==> src/rtl/cic_pkg.sv <==
package cic_pkg;

  // Number of integrator stages and of comb stages
  localparam int unsigned CIC_STAGES = 4;
  // Parallel lanes: 0 = in-phase, 1 = quadrature
  localparam int unsigned CIC_LANES  = 2;

  // Smallest n with 2**n >= v, for v >= 1
  function automatic int unsigned ceil_log2(input int unsigned v);
    int unsigned n;
    n = 0;
    for (int i = 0; i < 32; i++) begin
      if (((v - 1) >> i) != 0) n = i + 1;
    end
    return n;
  endfunction

endpackage

==> src/rtl/cic_rst_sync.sv <==
module cic_rst_sync (
  input  logic clk,
  input  logic arst_n,
  output logic srst_n
);
  logic [1:0] sync_q;
  logic [1:0] sync_d;

  always_comb sync_d = {sync_q[0], 1'b1};

  always_ff @(posedge clk or negedge arst_n) begin
    if (!arst_n) sync_q <= '0;
    else         sync_q <= sync_d;
  end

  assign srst_n = sync_q[1];
endmodule

==> src/rtl/cic_integ_chain.sv <==
module cic_integ_chain #(
  parameter int unsigned W = 72,
  parameter int unsigned N = 4
) (
  input  logic                clk,
  input  logic                rst_n,
  input  logic                en,
  input  logic signed [W-1:0] din,
  output logic signed [W-1:0] dout
);
  logic signed [W-1:0] acc_q [N];
  logic signed [W-1:0] acc_d [N];

  // Pipelined cascade: each stage adds the previous stage's registered sum.
  // Sums wrap modulo 2**W; the comb section recovers the true value.
  for (genvar k = 0; k < N; k++) begin : g_stage
    if (k == 0) begin : g_head
      assign acc_d[k] = acc_q[k] + din;
    end else begin : g_body
      assign acc_d[k] = acc_q[k] + acc_q[k-1];
    end
  end

  always_ff @(posedge clk or negedge rst_n) begin
    if (!rst_n) begin
      for (int k = 0; k < N; k++) acc_q[k] <= '0;
    end else if (en) begin
      for (int k = 0; k < N; k++) acc_q[k] <= acc_d[k];
    end
  end

  assign dout = acc_q[N-1];
endmodule

==> src/rtl/cic_comb_chain.sv <==
module cic_comb_chain #(
  parameter int unsigned W = 72,
  parameter int unsigned N = 4
) (
  input  logic                clk,
  input  logic                rst_n,
  input  logic                clr,
  input  logic                en,
  input  logic signed [W-1:0] din,
  output logic signed [W-1:0] dout
);
  logic signed [W-1:0] dly_q [N];
  logic signed [W-1:0] stg   [N+1];

  assign stg[0] = din;

  // Differential delay of one decimated sample per stage
  for (genvar k = 0; k < N; k++) begin : g_diff
    assign stg[k+1] = stg[k] - dly_q[k];
  end

  always_ff @(posedge clk or negedge rst_n) begin
    if (!rst_n) begin
      for (int k = 0; k < N; k++) dly_q[k] <= '0;
    end else if (clr) begin
      for (int k = 0; k < N; k++) dly_q[k] <= '0;
    end else if (en) begin
      for (int k = 0; k < N; k++) dly_q[k] <= stg[k];
    end
  end

  assign dout = stg[N];
endmodule

==> src/rtl/cic_scale_sat.sv <==
module cic_scale_sat #(
  parameter int unsigned ACC_W = 72,
  parameter int unsigned IN_W  = 16,
  parameter int unsigned OUT_W = 16,
  parameter int unsigned SH_W  = 6,
  parameter int unsigned G_W   = 3
) (
  input  logic signed [ACC_W-1:0] cic,
  input  logic        [SH_W-1:0]  shift,
  input  logic        [G_W-1:0]   gain,
  output logic signed [OUT_W-1:0] y
);
  localparam int unsigned SC_W  = IN_W + 1;
  localparam int unsigned EXT_W = SC_W + (2**G_W - 1);
  localparam logic signed [EXT_W-1:0] OMAX =
    {{(EXT_W-OUT_W+1){1'b0}}, {(OUT_W-1){1'b1}}};
  localparam logic signed [EXT_W-1:0] OMIN =
    {{(EXT_W-OUT_W+1){1'b1}}, {(OUT_W-1){1'b0}}};

  logic signed [ACC_W:0]   half;
  logic signed [ACC_W:0]   sum;
  logic signed [ACC_W:0]   shr;
  logic signed [SC_W-1:0]  scaled;
  logic signed [EXT_W-1:0] ext;
  logic signed [EXT_W-1:0] shl;

  always_comb begin
    // Round half toward +inf, then drop the growth bits
    half   = (shift != '0) ? ((ACC_W+1)'(1) << (shift - 1'b1)) : '0;
    sum    = {cic[ACC_W-1], cic} + half;
    shr    = sum >>> shift;
    scaled = shr[SC_W-1:0];
    ext    = {{(EXT_W-SC_W){scaled[SC_W-1]}}, scaled};
    shl    = ext <<< gain;
    if (shl > OMAX)      y = OMAX[OUT_W-1:0];
    else if (shl < OMIN) y = OMIN[OUT_W-1:0];
    else                 y = shl[OUT_W-1:0];
  end

  // gain and clipping never flip the sign of the scaled sample
  always_comb begin
    p_sign_kept_r6: assert ((scaled < 0) == (y < 0))
      else $error("gain stage changed sign");
  end
endmodule

==> src/rtl/cic_decim_gain.sv <==
module cic_decim_gain #(
  parameter int unsigned IN_W      = 16,
  parameter int unsigned OUT_W     = 16,
  parameter int unsigned RATIO_W   = 15,
  parameter int unsigned GAIN_W    = 3,
  parameter int unsigned RATIO_MIN = 8,
  parameter int unsigned RATIO_MAX = 16384
) (
  input  logic                      clk,
  input  logic                      rst_n,
  input  logic                      in_valid,
  input  logic signed [IN_W-1:0]    in_i,
  input  logic signed [IN_W-1:0]    in_q,
  input  logic        [RATIO_W-1:0] ratio,
  input  logic        [GAIN_W-1:0]  gain,
  output logic                      out_valid,
  output logic signed [OUT_W-1:0]   out_i,
  output logic signed [OUT_W-1:0]   out_q
);
  localparam int unsigned N        = cic_pkg::CIC_STAGES;
  localparam int unsigned LANES    = cic_pkg::CIC_LANES;
  localparam int unsigned LOG_RMAX = cic_pkg::ceil_log2(RATIO_MAX);
  localparam int unsigned ACC_W    = IN_W + N * LOG_RMAX;
  localparam int unsigned SH_W     = $clog2(N * LOG_RMAX + 1);
  localparam logic [SH_W-1:0] SH_RST = SH_W'(N * cic_pkg::ceil_log2(RATIO_MIN));

  logic rst_s_n;

  cic_rst_sync u_rst_sync (
    .clk    (clk),
    .arst_n (rst_n),
    .srst_n (rst_s_n)
  );

  // ---------------- configuration and decimation phase ----------------
  logic [RATIO_W-1:0] ratio_q, ratio_eff_q, r_clamp;
  logic [SH_W-1:0]    shift_q, shift_d;
  logic [RATIO_W-1:0] cnt_q, cnt_d;
  logic               cfg_chg, dec_hit;
  logic               cic_v_q, out_v_q;

  always_comb begin
    r_clamp = ratio;
    if (ratio < RATIO_W'(RATIO_MIN))      r_clamp = RATIO_W'(RATIO_MIN);
    else if (ratio > RATIO_W'(RATIO_MAX)) r_clamp = RATIO_W'(RATIO_MAX);
    shift_d = SH_W'(N * cic_pkg::ceil_log2(32'(r_clamp)));
    cfg_chg = (ratio != ratio_q);
    dec_hit = in_valid && !cfg_chg && (cnt_q == ratio_eff_q - 1'b1);
    cnt_d   = cnt_q;
    if (cfg_chg)       cnt_d = '0;
    else if (dec_hit)  cnt_d = '0;
    else if (in_valid) cnt_d = cnt_q + 1'b1;
  end

  always_ff @(posedge clk or negedge rst_s_n) begin
    if (!rst_s_n) begin
      ratio_q     <= '0;
      ratio_eff_q <= RATIO_W'(RATIO_MIN);
      shift_q     <= SH_RST;
    end else if (cfg_chg) begin
      ratio_q     <= ratio;
      ratio_eff_q <= r_clamp;
      shift_q     <= shift_d;
    end
  end

  always_ff @(posedge clk or negedge rst_s_n) begin
    if (!rst_s_n) begin
      cnt_q   <= '0;
      cic_v_q <= 1'b0;
      out_v_q <= 1'b0;
    end else begin
      cnt_q   <= cnt_d;
      cic_v_q <= dec_hit;
      out_v_q <= cic_v_q;
    end
  end

  assign out_valid = out_v_q;

  // ---------------- per-lane datapath ----------------
  logic signed [IN_W-1:0]  lane_in  [LANES];
  logic signed [OUT_W-1:0] lane_out [LANES];

  assign lane_in[0] = in_i;
  assign lane_in[1] = in_q;

  for (genvar l = 0; l < LANES; l++) begin : g_lane
    logic signed [ACC_W-1:0] integ_in, integ_out, comb_out;
    logic signed [ACC_W-1:0] cic_r;
    logic signed [OUT_W-1:0] gain_y, out_r;

    assign integ_in = {{(ACC_W-IN_W){lane_in[l][IN_W-1]}}, lane_in[l]};

    cic_integ_chain #(.W(ACC_W), .N(N)) u_integ (
      .clk   (clk),
      .rst_n (rst_s_n),
      .en    (in_valid),
      .din   (integ_in),
      .dout  (integ_out)
    );

    cic_comb_chain #(.W(ACC_W), .N(N)) u_comb (
      .clk   (clk),
      .rst_n (rst_s_n),
      .clr   (cfg_chg),
      .en    (dec_hit),
      .din   (integ_out),
      .dout  (comb_out)
    );

    always_ff @(posedge clk or negedge rst_s_n) begin
      if (!rst_s_n)     cic_r <= '0;
      else if (dec_hit) cic_r <= comb_out;
    end

    cic_scale_sat #(
      .ACC_W (ACC_W), .IN_W (IN_W), .OUT_W (OUT_W),
      .SH_W  (SH_W),  .G_W  (GAIN_W)
    ) u_scale (
      .cic   (cic_r),
      .shift (shift_q),
      .gain  (gain),
      .y     (gain_y)
    );

    always_ff @(posedge clk or negedge rst_s_n) begin
      if (!rst_s_n)     out_r <= '0;
      else if (cic_v_q) out_r <= gain_y;
    end

    assign lane_out[l] = out_r;
  end

  assign out_i = lane_out[0];
  assign out_q = lane_out[1];

  // ---------------- assertions ----------------
  // at most one output strobe per cycle pair
  p_strobe_gap_r2: assert property (@(posedge clk) disable iff (!rst_s_n)
    out_valid |=> !out_valid);

  // the phase counter stays inside the active ratio
  p_count_bound_r2: assert property (@(posedge clk) disable iff (!rst_s_n)
    cnt_q < ratio_eff_q);

  // the ratio in use always lies in the legal window
  p_ratio_window_r3: assert property (@(posedge clk) disable iff (!rst_s_n)
    (ratio_eff_q >= RATIO_W'(RATIO_MIN)) && (ratio_eff_q <= RATIO_W'(RATIO_MAX)));

  // a ratio change never emits a decimated sample
  p_no_emit_on_change_r8: assert property (@(posedge clk) disable iff (!rst_s_n)
    cfg_chg |=> !cic_v_q);

  // every output strobe stems from an accepted input two cycles back
  p_out_from_input_r10: assert property (@(posedge clk) disable iff (!rst_s_n)
    out_valid |-> $past(in_valid, 2));
endmodule

==> config.mk <==
export PLATFORM = sky130hd
export DESIGN_NAME = cic_decim_gain
export DESIGN_NICKNAME = d
export VERILOG_FILES = /design/src/rtl/cic_pkg.sv /design/src/rtl/cic_rst_sync.sv /design/src/rtl/cic_integ_chain.sv /design/src/rtl/cic_comb_chain.sv /design/src/rtl/cic_scale_sat.sv /design/src/rtl/cic_decim_gain.sv
export SDC_FILE = /design/constraint.sdc
export NUM_CORES = 2
export LEC_CHECK = 0
export BUFFER_PORTS_ARGS = -buffer_cell sky130_fd_sc_hd__buf_2
export CORE_UTILIZATION = 55
export CTS_CLUSTER_DIAMETER = 120
export DETAILED_ROUTE_END_ITERATION = 7
export HOLD_SLACK_MARGIN = 0.15
export MAX_ROUTING_LAYER = met4
export PLACE_DENSITY = 0.73
export SYNTH_ARGS = -nofsm -noshare
export SYNTH_HDL_FRONTEND = slang
export SYNTH_SLANG_ARGS = --single-unit
==> constraint.sdc <==
create_clock -name clk -period 44.2 [get_ports clk]
set_clock_uncertainty 0.2 [all_clocks]
set_input_delay 6.63 -clock clk [delete_from_list [all_inputs] [get_ports clk]]
set_output_delay 6.63 -clock clk [all_outputs]
set_load 0.01 [all_outputs]
==> results.yml <==
floorplan:
  core-area_mm2: 0.220
  start_util_pct: 55.3
  die_x_um: 472
  die_h_um: 472
  ios: 86
  rows: 172
  fp.dieArea_mm2: 0.223
global_routing:
  antenna_found_initial: 5
  gr-total-overflow: 0
  grt_pass1_wl_um: 504000
  grt_max_degree: 216
  grt_pass1_vias: 97300
  gr-usage-all-layers_pct: 27.7
timing:
  setup_viol: 0
  maxSlewHeadroom_pct: 17.3
  worst_pin_slew_ns: 1.24
  layout_min_cycle_time_ns: 12.93
  fin_crit_sh_pct: 29.3
  rsz0062_at_grt: "false"
  drv_slew: 0
  final.setup.tns_ns: 0
  final_hold_viol_count: 0
  max_freq_mhz: 77.3
placed_design:
  gp_congestion: 1.01
  port_buffers: 85
  dpl.hpwl_um: 230000
route:
  num_vias: 104000
  dr.pass1.iters: 6
  drc: 0
  viasPerCell: 5.89
  detail-route-antenna-nets: 0
  routed_wl_um: 306000
  drtIter0Drc: 7467
  wire_per_inst_um: 17.3
worst_setup_path:
  worstPathRequired_ns: 44.71
  path_max_fanout: 180
  startpoint: "ratio[10]"
  worst_setup_path_end_kind: "register"
  r2r-end: "g_lane[1].cic_r[66]"
  r2r_cells: 53
  startpoint_type: "input pin"
  r2r_slack_ns: 31.77
  worstSetupPathType: "in -> reg"
  worstPathArrival_ns: 13.44
  regToRegStartpoint: "g_lane[1].u_integ.dout[0]"
yosys:
  syn_area_per_cell_um2: 8.23
  synth_top_cell_area_share_pct: 28.4
  ys_seq_area_share_pct: 28.4
  ys.flop_type: "dfrtp_1"
  synth_largest_area_cell: "dfrtp_1"
  ys_top_cells_by_area: "dfrtp_1 28%, ha_1 12%, nand2_1 6.2%"
  synthCells: 14800
  ys_warn_count: 0
  synth_edf_count: 0
  syn-cell-area_mm2: 0.122
  synth_seq_cells: 1381
  synthDistinctLibCells: 119
  synth_async_sr_flop_share_pct: 100
cts:
  clockBufferDepth: 3
  h-tree-depth: 4
  cts-buffers-inserted: 169
  clock-sinks: 1381
  clock_latency_ns: 0.84
  cts_tree: "yes"
  cts-root-buf: "clkbuf_16"
  cts_setup_buffers: 0
  clk_pin_slew_worst_paths_ns: 0.06
final_layout:
  final_cell_mix: "2024 x nand2_1, 1377 x dfrtp_1, 1225 x a21oi_1"
  nNetsFinal: 15800
  syn2layout_area_growth_pct: 6.99
  drive_above_1_share_pct: 7.31
  layout_commonest_cell: "nand2_1"
run_status:
  status: "finished, final reports clean"
flow_run:
  drv_cap: 0
min_path:
  min_path_type: "reg -> async"
[worst max path at each step]
stage                                             to  slack (ns)  cells after the start
after floorplan                              cic_v_q        2.66                      0
after global placement           g_lane[1].cic_r[71]       30.69                     13
after detailed placement         g_lane[1].cic_r[71]       30.55                     13
after CTS                        g_lane[1].cic_r[71]       31.42                     13
after global routing      g_lane[1].u_comb.dly_q[33]       30.88                     14
final                            g_lane[1].cic_r[71]       31.27                     13
[what timing repair did]
action	in CTS	in global routing
resized for setup	0	0
hold endpoints to repair	23	0
hold buffers	1	0
[final cells by class]
| class | count | area [µm²] |
|---|---|---|
| timing repair buffer | 157 | 1100 |
| clock buffer | 229 | 4840 |
| tap | 2958 | 3700 |
| multi-input combinational | 11900 | 81400 |
| fill | 20000 | 89600 |
| inverter | 921 | 3470 |
| clock inverter | 78 | 962 |
| sequential | 1381 | 34600 |
| antenna | 9 | 22.5 |
[logic make-up after synthesis]
logic type	synth area share [%]
flip-flops	28.4
AO/OA/AOI/OAI	22.3
multiplexers	5.69
adder cells (fa/ha/maj)	12.3
buffers and inverters	4.63
AND/OR/NAND/NOR	18.0
other	0.00618
XOR/XNOR	8.64
[state kept, by name, summed over array words and instances, names as in the netlist]
| name | count |
|---|---|
| g_lane.cic_r | 144 |
| ratio_eff_q | 15 |
| g_lane.u_comb.dly_q | 576 |
| out_q | 16 |
| g_lane.u_integ.acc_q | 432 |
| out_valid | 1 |
| cic_v_q | 1 |
| out_i | 16 |
| shift_q | 4 |
| g_lane.u_integ.dout | 144 |
| cnt_q | 15 |
| u_rst_sync.sync_q | 2 |
| ratio_q | 15 |
[critical path: stages]
cell,delay (ns)
buf_2,0.15
xor2_1,0.17
nor4_1,0.35
nand4_1,0.19
nor3_2,0.79
nand2_1,0.19
nor4_1,0.32
or4b_4,0.83
inv_8,0.74
buf_12,0.60
buf_4,0.84
buf_4,0.77
mux2_2,0.41
[Yosys cell counts (50+ instances only)]
cell and count:
nand4_1 138, nor3_1 184, nor2b_1 168, buf_1 62, nor2_1 754, inv_1 912, mux2i_1 84, o21ai_0 808
o21bai_1 204, nand2b_1 186, nand2_1 2024, a21o_1 796, and3_1 179, o211ai_1 67, mux2_2 472, clkbuf_1 433
o31ai_1 97, xnor2_1 785, o21a_1 143, dfrtp_1 1378, a21oi_1 1225, a211oi_1 125, nand3_1 832, xor2_1 407
or3_1 50, a21boi_0 51, a31oi_1 121, and2_1 77, ha_1 1174
[per-layer routing]
layer | track usage (%) | part of all wire, % | vias to the layer above
met5 | - | 0 | -
met1 | 39.0 | 49 | 48900
met3 | 2.74 | 4.2 | 456
met4 | 8.46 | 3.0 | 0
li1 | - | - | 52500
met2 | 41.8 | 44 | 2256
[per-stage QoR]
stage	worst slack [ns]	utilization, %	hold slack (ns)	cells	area (µm²)
floorplan	2.66	-	0.131	14800	122000
global placement	30.69	56.5	0.0714	17400	124000
detailed placement	30.55	56.5	0.0686	17400	124000
CTS	31.42	59.2	0.159	17700	130000
global route	30.88	59.2	0.163	17700	130000
finish	31.27	59.2	0.144	17700	130000
Power is not shown: default switching activity piles up to over one toggle a cycle in this logic, so the estimate is an artifact.
